File: config.mk
export PLATFORM = sky130hd
export DESIGN_NAME = fsyn_core
export DESIGN_NICKNAME = d
export VERILOG_FILES = /design/src/rtl/fsyn_pkg.sv /design/src/rtl/fsyn_regs.sv /design/src/rtl/fsyn_divider.sv /design/src/rtl/fsyn_pfd.sv /design/src/rtl/fsyn_core.sv
export SDC_FILE = /design/constraint.sdc
export NUM_CORES = 1
export LEC_CHECK = 0
export ABC_AREA = 0
export CORE_MARGIN = 2
export CORE_UTILIZATION = 50
export DETAILED_ROUTE_END_ITERATION = 6
export DONT_BUFFER_PORTS = 1
export PLACE_DENSITY = 0.74
export SLEW_MARGIN = 40
export SYNTH_ARGS = -nofsm -noshare
export SYNTH_HDL_FRONTEND = slang
export SYNTH_SLANG_ARGS = --single-unit
File: constraint.sdc
create_clock -name clk -period 5.1 [get_ports clk]
set_clock_uncertainty 0.15 [all_clocks]
set_input_delay 1.275 -clock clk [delete_from_list [all_inputs] [get_ports clk]]
set_output_delay 1.275 -clock clk [all_outputs]
set_load 0.02 [all_outputs]
File: src/rtl/fsyn_pkg.sv
package fsyn_pkg;
   typedef enum logic [1:0] {
      PMP_FLOAT = 2'd0,
      PMP_UP    = 2'd1,
      PMP_DN    = 2'd2,
      PMP_MID   = 2'd3
   } pump_e;
endpackage

File: src/rtl/fsyn_regs.sv
module fsyn_regs #(
   parameter int MOD_W   = 6,
   parameter int RST_MOD = 1
) (
   input  logic             clk,
   input  logic             rst_n,
   input  logic             wr_en,
   input  logic             wr_sel,
   input  logic [MOD_W-1:0] wr_data,
   output logic [MOD_W-1:0] r_mod,
   output logic [MOD_W-1:0] v_mod
);
   localparam logic [MOD_W-1:0] RST_VAL = MOD_W'(RST_MOD);

   always_ff @(posedge clk) begin
      if (!rst_n) begin
         r_mod <= RST_VAL;
         v_mod <= RST_VAL;
      end else if (wr_en) begin
         if (wr_sel) v_mod <= wr_data;
         else        r_mod <= wr_data;
      end
   end

   a_r10_write_lands: assert property (@(posedge clk) disable iff (!rst_n)
      (wr_en && !wr_sel) |=> (r_mod == $past(wr_data)));
endmodule

File: src/rtl/fsyn_divider.sv
module fsyn_divider #(
   parameter int MOD_W = 6
) (
   input  logic             clk,
   input  logic             rst_n,
   input  logic             tick,
   input  logic [MOD_W-1:0] mod_in,
   output logic             div_pulse
);
   localparam logic [MOD_W-1:0] ONE = MOD_W'(1);

   logic [MOD_W-1:0] cnt;
   logic [MOD_W-1:0] act_n;
   logic [MOD_W-1:0] eff_mod;
   logic             term;

   assign eff_mod = (mod_in == '0) ? ONE : mod_in;
   assign term    = tick && (cnt == act_n - ONE);

   always_ff @(posedge clk) begin
      if (!rst_n) begin
         cnt       <= '0;
         act_n     <= ONE;
         div_pulse <= 1'b0;
      end else begin
         div_pulse <= term;
         if (term) begin
            cnt   <= '0;
            act_n <= eff_mod;
         end else if (tick) begin
            cnt   <= cnt + ONE;
         end
      end
   end

   a_r2_count_in_range: assert property (@(posedge clk) disable iff (!rst_n)
      cnt < act_n);
   a_r3_never_zero: assert property (@(posedge clk) disable iff (!rst_n)
      act_n != '0);
   a_r4_mod_held_midcount: assert property (@(posedge clk) disable iff (!rst_n)
      !term |=> $stable(act_n));
endmodule

File: src/rtl/fsyn_pfd.sv
module fsyn_pfd
   import fsyn_pkg::*;
(
   input  logic  clk,
   input  logic  rst_n,
   input  logic  ref_p,
   input  logic  osc_p,
   output pump_e state
);
   logic up_q, dn_q, clr;

   assign clr = up_q && dn_q;

   always_ff @(posedge clk) begin
      if (!rst_n) begin
         up_q <= 1'b0;
         dn_q <= 1'b0;
      end else begin
         up_q <= ref_p || (up_q && !clr);
         dn_q <= osc_p || (dn_q && !clr);
      end
   end

   always_comb begin
      unique case ({up_q, dn_q})
         2'b10:   state = PMP_UP;
         2'b01:   state = PMP_DN;
         2'b11:   state = PMP_MID;
         default: state = PMP_FLOAT;
      endcase
   end

   a_r7_mid_single: assert property (@(posedge clk) disable iff (!rst_n)
      (clr && !ref_p && !osc_p) |=> (!up_q && !dn_q));
   a_r8_up_holds: assert property (@(posedge clk) disable iff (!rst_n)
      (up_q && !dn_q && !osc_p) |=> up_q);
   a_r8_dn_holds: assert property (@(posedge clk) disable iff (!rst_n)
      (dn_q && !up_q && !ref_p) |=> dn_q);
   a_r5_ref_sets_up: assert property (@(posedge clk) disable iff (!rst_n)
      ref_p |=> up_q);
endmodule

File: src/rtl/fsyn_core.sv
module fsyn_core
   import fsyn_pkg::*;
#(
   parameter int MOD_W   = 6,
   parameter int RST_MOD = 1,
   parameter bit OUT_REG = 1'b0
) (
   input  logic             clk,
   input  logic             rst_n,
   input  logic             ref_tick,
   input  logic             osc_tick,
   input  logic             wr_en,
   input  logic             wr_sel,
   input  logic [MOD_W-1:0] wr_data,
   output logic             ref_div,
   output logic             osc_div,
   output logic             pump_up,
   output logic             pump_dn,
   output logic             pump_en,
   output logic             pump_lvl,
   output logic             pump_mid
);
   localparam int MOD_MAX = (1 << MOD_W) - 1;

   generate
      if (MOD_W < 1 || MOD_W > 16) begin : g_bad_w
         $error("fsyn_core: MOD_W out of range");
      end
      if (RST_MOD < 1 || RST_MOD > MOD_MAX) begin : g_bad_rst
         $error("fsyn_core: RST_MOD does not fit MOD_W");
      end
   endgenerate

   logic [MOD_W-1:0] r_mod, v_mod;
   pump_e            pstate;
   logic [4:0]       pump_c;

   fsyn_regs #(.MOD_W(MOD_W), .RST_MOD(RST_MOD)) u_regs (
      .clk(clk), .rst_n(rst_n), .wr_en(wr_en), .wr_sel(wr_sel),
      .wr_data(wr_data), .r_mod(r_mod), .v_mod(v_mod)
   );

   fsyn_divider #(.MOD_W(MOD_W)) u_rdiv (
      .clk(clk), .rst_n(rst_n), .tick(ref_tick), .mod_in(r_mod),
      .div_pulse(ref_div)
   );

   fsyn_divider #(.MOD_W(MOD_W)) u_vdiv (
      .clk(clk), .rst_n(rst_n), .tick(osc_tick), .mod_in(v_mod),
      .div_pulse(osc_div)
   );

   fsyn_pfd u_pfd (
      .clk(clk), .rst_n(rst_n), .ref_p(ref_div), .osc_p(osc_div),
      .state(pstate)
   );

   // {up, dn, en, lvl, mid}
   always_comb begin
      unique case (pstate)
         PMP_UP:  pump_c = 5'b10110;
         PMP_DN:  pump_c = 5'b01100;
         PMP_MID: pump_c = 5'b11101;
         default: pump_c = 5'b00000;
      endcase
   end

   generate
      if (OUT_REG) begin : g_oreg
         logic [4:0] pump_q;
         always_ff @(posedge clk) begin
            if (!rst_n) pump_q <= '0;
            else        pump_q <= pump_c;
         end
         assign {pump_up, pump_dn, pump_en, pump_lvl, pump_mid} = pump_q;
      end else begin : g_ocomb
         assign {pump_up, pump_dn, pump_en, pump_lvl, pump_mid} = pump_c;
      end
   endgenerate

   a_r1_float_after_reset: assert property (@(posedge clk)
      !rst_n |=> (!pump_en && !ref_div && !osc_div));
   a_r7_mid_drives: assert property (@(posedge clk) disable iff (!rst_n)
      pump_mid |-> (pump_en && pump_up && pump_dn));
   a_r6_dn_level_low: assert property (@(posedge clk) disable iff (!rst_n)
      (pump_dn && !pump_up) |-> (pump_en && !pump_lvl));
endmodule

* After elaboration in Yosys (flattened, before gate mapping) *
Index checks and enable logic that the tools add are counted.
W data, S select, Z words.

word-level totals
  register bits = 40
  word-level logic and storage cells = 42
  output and inout bits = 7

cells by class
  add/subtract/negate cells = 4
  multiplexer cells = 4
  reductions and logical operators = 14
  bitwise operators = 2
  equal/unequal tests = 8

operators by type and width
  cell                   number
  $pmux W5 S3            1
  $add A6 B1 Y6 const B  2
  $eq A6 B6 Y1           2
  $logic_not A6 Y1       2
  $mux W6                2
  $sub A6 B1 Y6 const B  2
  $eq A2 B2 Y1 const B   4
  $pmux W2 S3            1
  $logic_and A1 B1 Y1    5
  $eq A2 B1 Y1 const B   2
  $reduce_and A2 Y1      2
  $reduce_or A2 Y1       2
  $logic_or A1 B1 Y1     2
  $not A1 Y1             2
  $logic_not A1 Y1       1

* Depth between registers and ports, before layout *
  depth in word-level cells = 4
  mapped depth = 8

* Modules after synthesis *
A second synthesis with hierarchy kept.

second synthesis, totals
  cells, all modules = 221
  area total of the unflattened synthesis = 2015.7 um2

modules (own cells, without submodules)
  module        cells each  area an instance (um2)  instances
  fsyn_divider  79          710.7                   2
  fsyn_regs     50          489.2                   1
  fsyn_pfd      8           75.1                    1
  fsyn_core     5           30.0                    1

* Least setup slack after synthesis *
OpenSTA, ideal clock, no wires.

  kind = input to register
  start point = input osc_tick
  end point = register u_vdiv.act_n[3]
  path slack = 2.397 ns
  path buffers = 2
  arrival time = 2.481 ns
  stages = 5
  setup time = 0.072 ns
  cell sequence = clkbuf_1 nand3_1 nor4_2 buf_2 mux2i_1

on the way
  word-level cells in the longest chain between the ends = 1

RTL lines
  what                  RTL line            source
  from (decl)           fsyn_core.sv:11     input logic osc_tick,
  $logic_and A1 B1 Y1   fsyn_divider.sv:18  assign term = tick && (cnt == act_n - ONE);
  to (signal assigned)  fsyn_divider.sv:29  act_n <= eff_mod;
  to (decl)             fsyn_divider.sv:13  logic [MOD_W-1:0] act_n;

Every way passes these cells.
A chain may end at the register's enable or synchronous reset.

* Final worst setup path *
  start point = register u_vdiv.act_n[0]
  end point = register u_vdiv.act_n[0]

on the way
  word-level cells in the longest chain between the ends = 3

RTL lines
  what                 RTL line
  $sub A6 B1 Y6        fsyn_divider.sv:18
  $eq A6 B6 Y1         fsyn_divider.sv:18
  $logic_and A1 B1 Y1  fsyn_divider.sv:18

Every way passes these cells.

==> results.yml <==
logic_synthesis:
  synth_ff_type: "dfxtp_1"
  syn-num-nets: 234
  yosysWarnings: 0
  syn_inst: 218
  async_reset_ff_share_pct: 0
  avgSynthCellArea_um2: 9.01
  synth_edf_count: 0
  ys_ff_latch: 40
  ys_seq_area_share_pct: 40.8
  ys_types: 31
  syn_area_um2: 1960
power_and_ir_drop:
  power_density_nw_per_um2: 312
  ir_drop_v: 0.000219
  power_leakage_nw: 0.746
clock_network:
  cts_buffers: 5
  cts_tree: "done"
  cts_buffer_depth: 2
  htree_num_levels: 2
  cts_resized: 0
  holdBufCountCts: 0
  postCtsSetupRepairBufs: 0
  insertion_delay_ps: 280
  path_clk_slew_ps: 70
  root_buffer: "clkbuf_8"
  cts_sinks: 40
route:
  postRouteAntennaNets: 0
  vias: 1353
  dr.first_iter.drc_count: 64
  routedWlPerCell_um: 12.4
  firstDrtPassIters: 4
  viasPerCell: 5.20
  drc: 0
  totalWireLength_um: 3230
run:
  max_cap_violations: 0
floorplanning:
  start_util_pct: 52.8
  dieHeight_um: 66.7
  dieWidth_um: 66.7
  core_um2: 3720
  rows: 22
  die_area_um2: 4440
  io-pin-count: 19
setup_path:
  cp_max_fo: 7
  critical_path_class: "reg -> reg"
  worstPathCellList: "inv_1 > ha_1 > and2_1 > o21a_1 > o31a_1 > nor4_2 > buf_4 > mux2_2"
  required_ps: 5130
  cp-end-kind: "register"
  slowest_delay_ps: 460
  start_kind: "register"
  critPathArrivalTime_ps: 2660
  worst_path_max_delay_cell: "nor4_2"
global_routing:
  met1_usage_pct: 21.7
  top_usage_layer: "met2"
  grt_util_met2_pct: 26.5
  antenna_found_initial: 0
  grt_max_degree: 53
  grt_pass1_vias: 1346
  gr-usage-met3_pct: 3.72
  grt_pass1_wl_um: 5690
  grt-ovfl-total: 0
  grt.total_usage_pct: 16.7
placement:
  finalWeightedCongestion: 0.812
  dp_hpwl_um: 2260
  io_buffers: 0
final_layout:
  regArea_um2: 801
  layout_commonest_cell: "dfxtp_1"
  n_antenna_cell: 0
  multi_input_area_um2: 1080
  area_growth_syn_to_layout_pct: 5.42
  drive_above_1_share_pct: 7.08
  nFillCells: 369
  final_cell_mix: "dfxtp_1, nand2_1, mux2i_1"
  nets: 228
sta:
  hold_violations: 0
  relSlewSlack_pct: 59.0
  setup_viol: 0
  finalCritPeriodShare_pct: 51.6
  fin_setup_tns_ps: 0
  worst_slew_pin_slew_ps: 610
  whs_ps: 327
  final.min_clock_period_ps: 2630
  max_freq_ghz: 0.380
  rsz0062_at_grt: "false"
  slew_viol_final: 0
worst_hold_path:
  hold_path_class: "reg -> reg"
outcome:
  status: "finished clean"
==> per-layer routing <==
metal	vias to the layer above	routed length (um)
li1	712	-
met1	615	1610
met2	22	1420
met3	4	128
met4	0	57
met5	-	0
==> kinds of logic after synthesis <==
kind of cell	after synthesis	synth area share, %
buffers and inverters	19	4.08
xor gates and xnor gates	25	11.2
and+or+nand+nor	95	25.6
DFF	40	40.8
AOI/OAI and AO/OA	15	5.54
adders and majority gates	4	2.55
muxes	20	10.3
==> state kept, by name (all words and copies together) (netlist names) <==
register / cells
u_rdiv.act_n: 6
u_rdiv.cnt: 6
u_regs.r_mod: 6
u_regs.v_mod: 6
u_vdiv.act_n: 6
u_vdiv.cnt: 6
u_pfd.dn_q: 1
u_pfd.up_q: 1
u_rdiv.div_pulse: 1
u_vdiv.div_pulse: 1
==> worst max-delay path: cells and delay by family (launching register included) <==
family          cells  cell delay [ps]
compound gates      2              430
simple gates        2              640
flops               1              390
buf+inv             2              360
fa+ha+maj           1              210
mux                 1              330
==> power breakdown <==
group	internal (mW)	switching, mW	total [mW]
registers	0.327	0.0195	0.347
logic	0.0395	0.0381	0.0776
clock network	0.120	0.100	0.221
==> per-stage QoR <==
stage / area [um2] / total power [mW] / utilization, % / worst slack, ps / std cells
5_1_grt: 2070 / 0.678 / 55.7 / 2300 / 260
2_1_floorplan: 1960 / 0.428 / - / 2400 / 218
3_5_place_dp: 1970 / 0.430 / 52.9 / 2300 / 252
6_report: 2070 / 0.645 / 55.7 / 2470 / 260
3_3_place_gp: 1970 / 0.429 / 52.9 / 2300 / 252
4_1_cts: 2060 / 0.653 / 55.5 / 2460 / 259
==> synthesized netlist by cell type (5+ instances only) <==
| cell | number | share of area [%] |
|---|---|---|
| a21boi_0 | 6 | 2.3 |
| clkbuf_1 | 13 | 2.5 |
| dfxtp_1 | 40 | 41 |
| mux2i_1 | 18 | 9.2 |
| nand2_1 | 38 | 7.3 |
| nand3_1 | 10 | 2.5 |
| nor2_1 | 7 | 1.3 |
| nor2b_1 | 8 | 2.5 |
| nor3_1 | 5 | 1.3 |
| nor3b_1 | 12 | 4.6 |
| xnor2_1 | 11 | 4.9 |
| xor2_1 | 14 | 6.2 |
==> path summary, 6_finish.rpt <==
| path | start | to | slack [ps] | cells past startpoint |
|---|---|---|---|---|
| worst max-delay path | u_vdiv.act_n[0] | u_vdiv.act_n[0] | 2470 | 8 |
| worst min-delay path | u_rdiv.act_n[5] | u_rdiv.act_n[5] | 330 | 2 |
| worst max register to register | u_vdiv.act_n[0] | u_vdiv.act_n[0] | 2470 | 8 |
| worst min register to register | u_rdiv.act_n[5] | u_rdiv.act_n[5] | 330 | 2 |
==> area by class of cell <==
cell class / instances / area share (%)
inverter: 4 / 0.726
timing repair buffer: 2 / 0.726
clock buffer: 7 / 4.66
sequential: 40 / 38.7
tap: 48 / 2.90
multi-input combinational: 159 / 52.3
(Power assumes the default switching activity.)
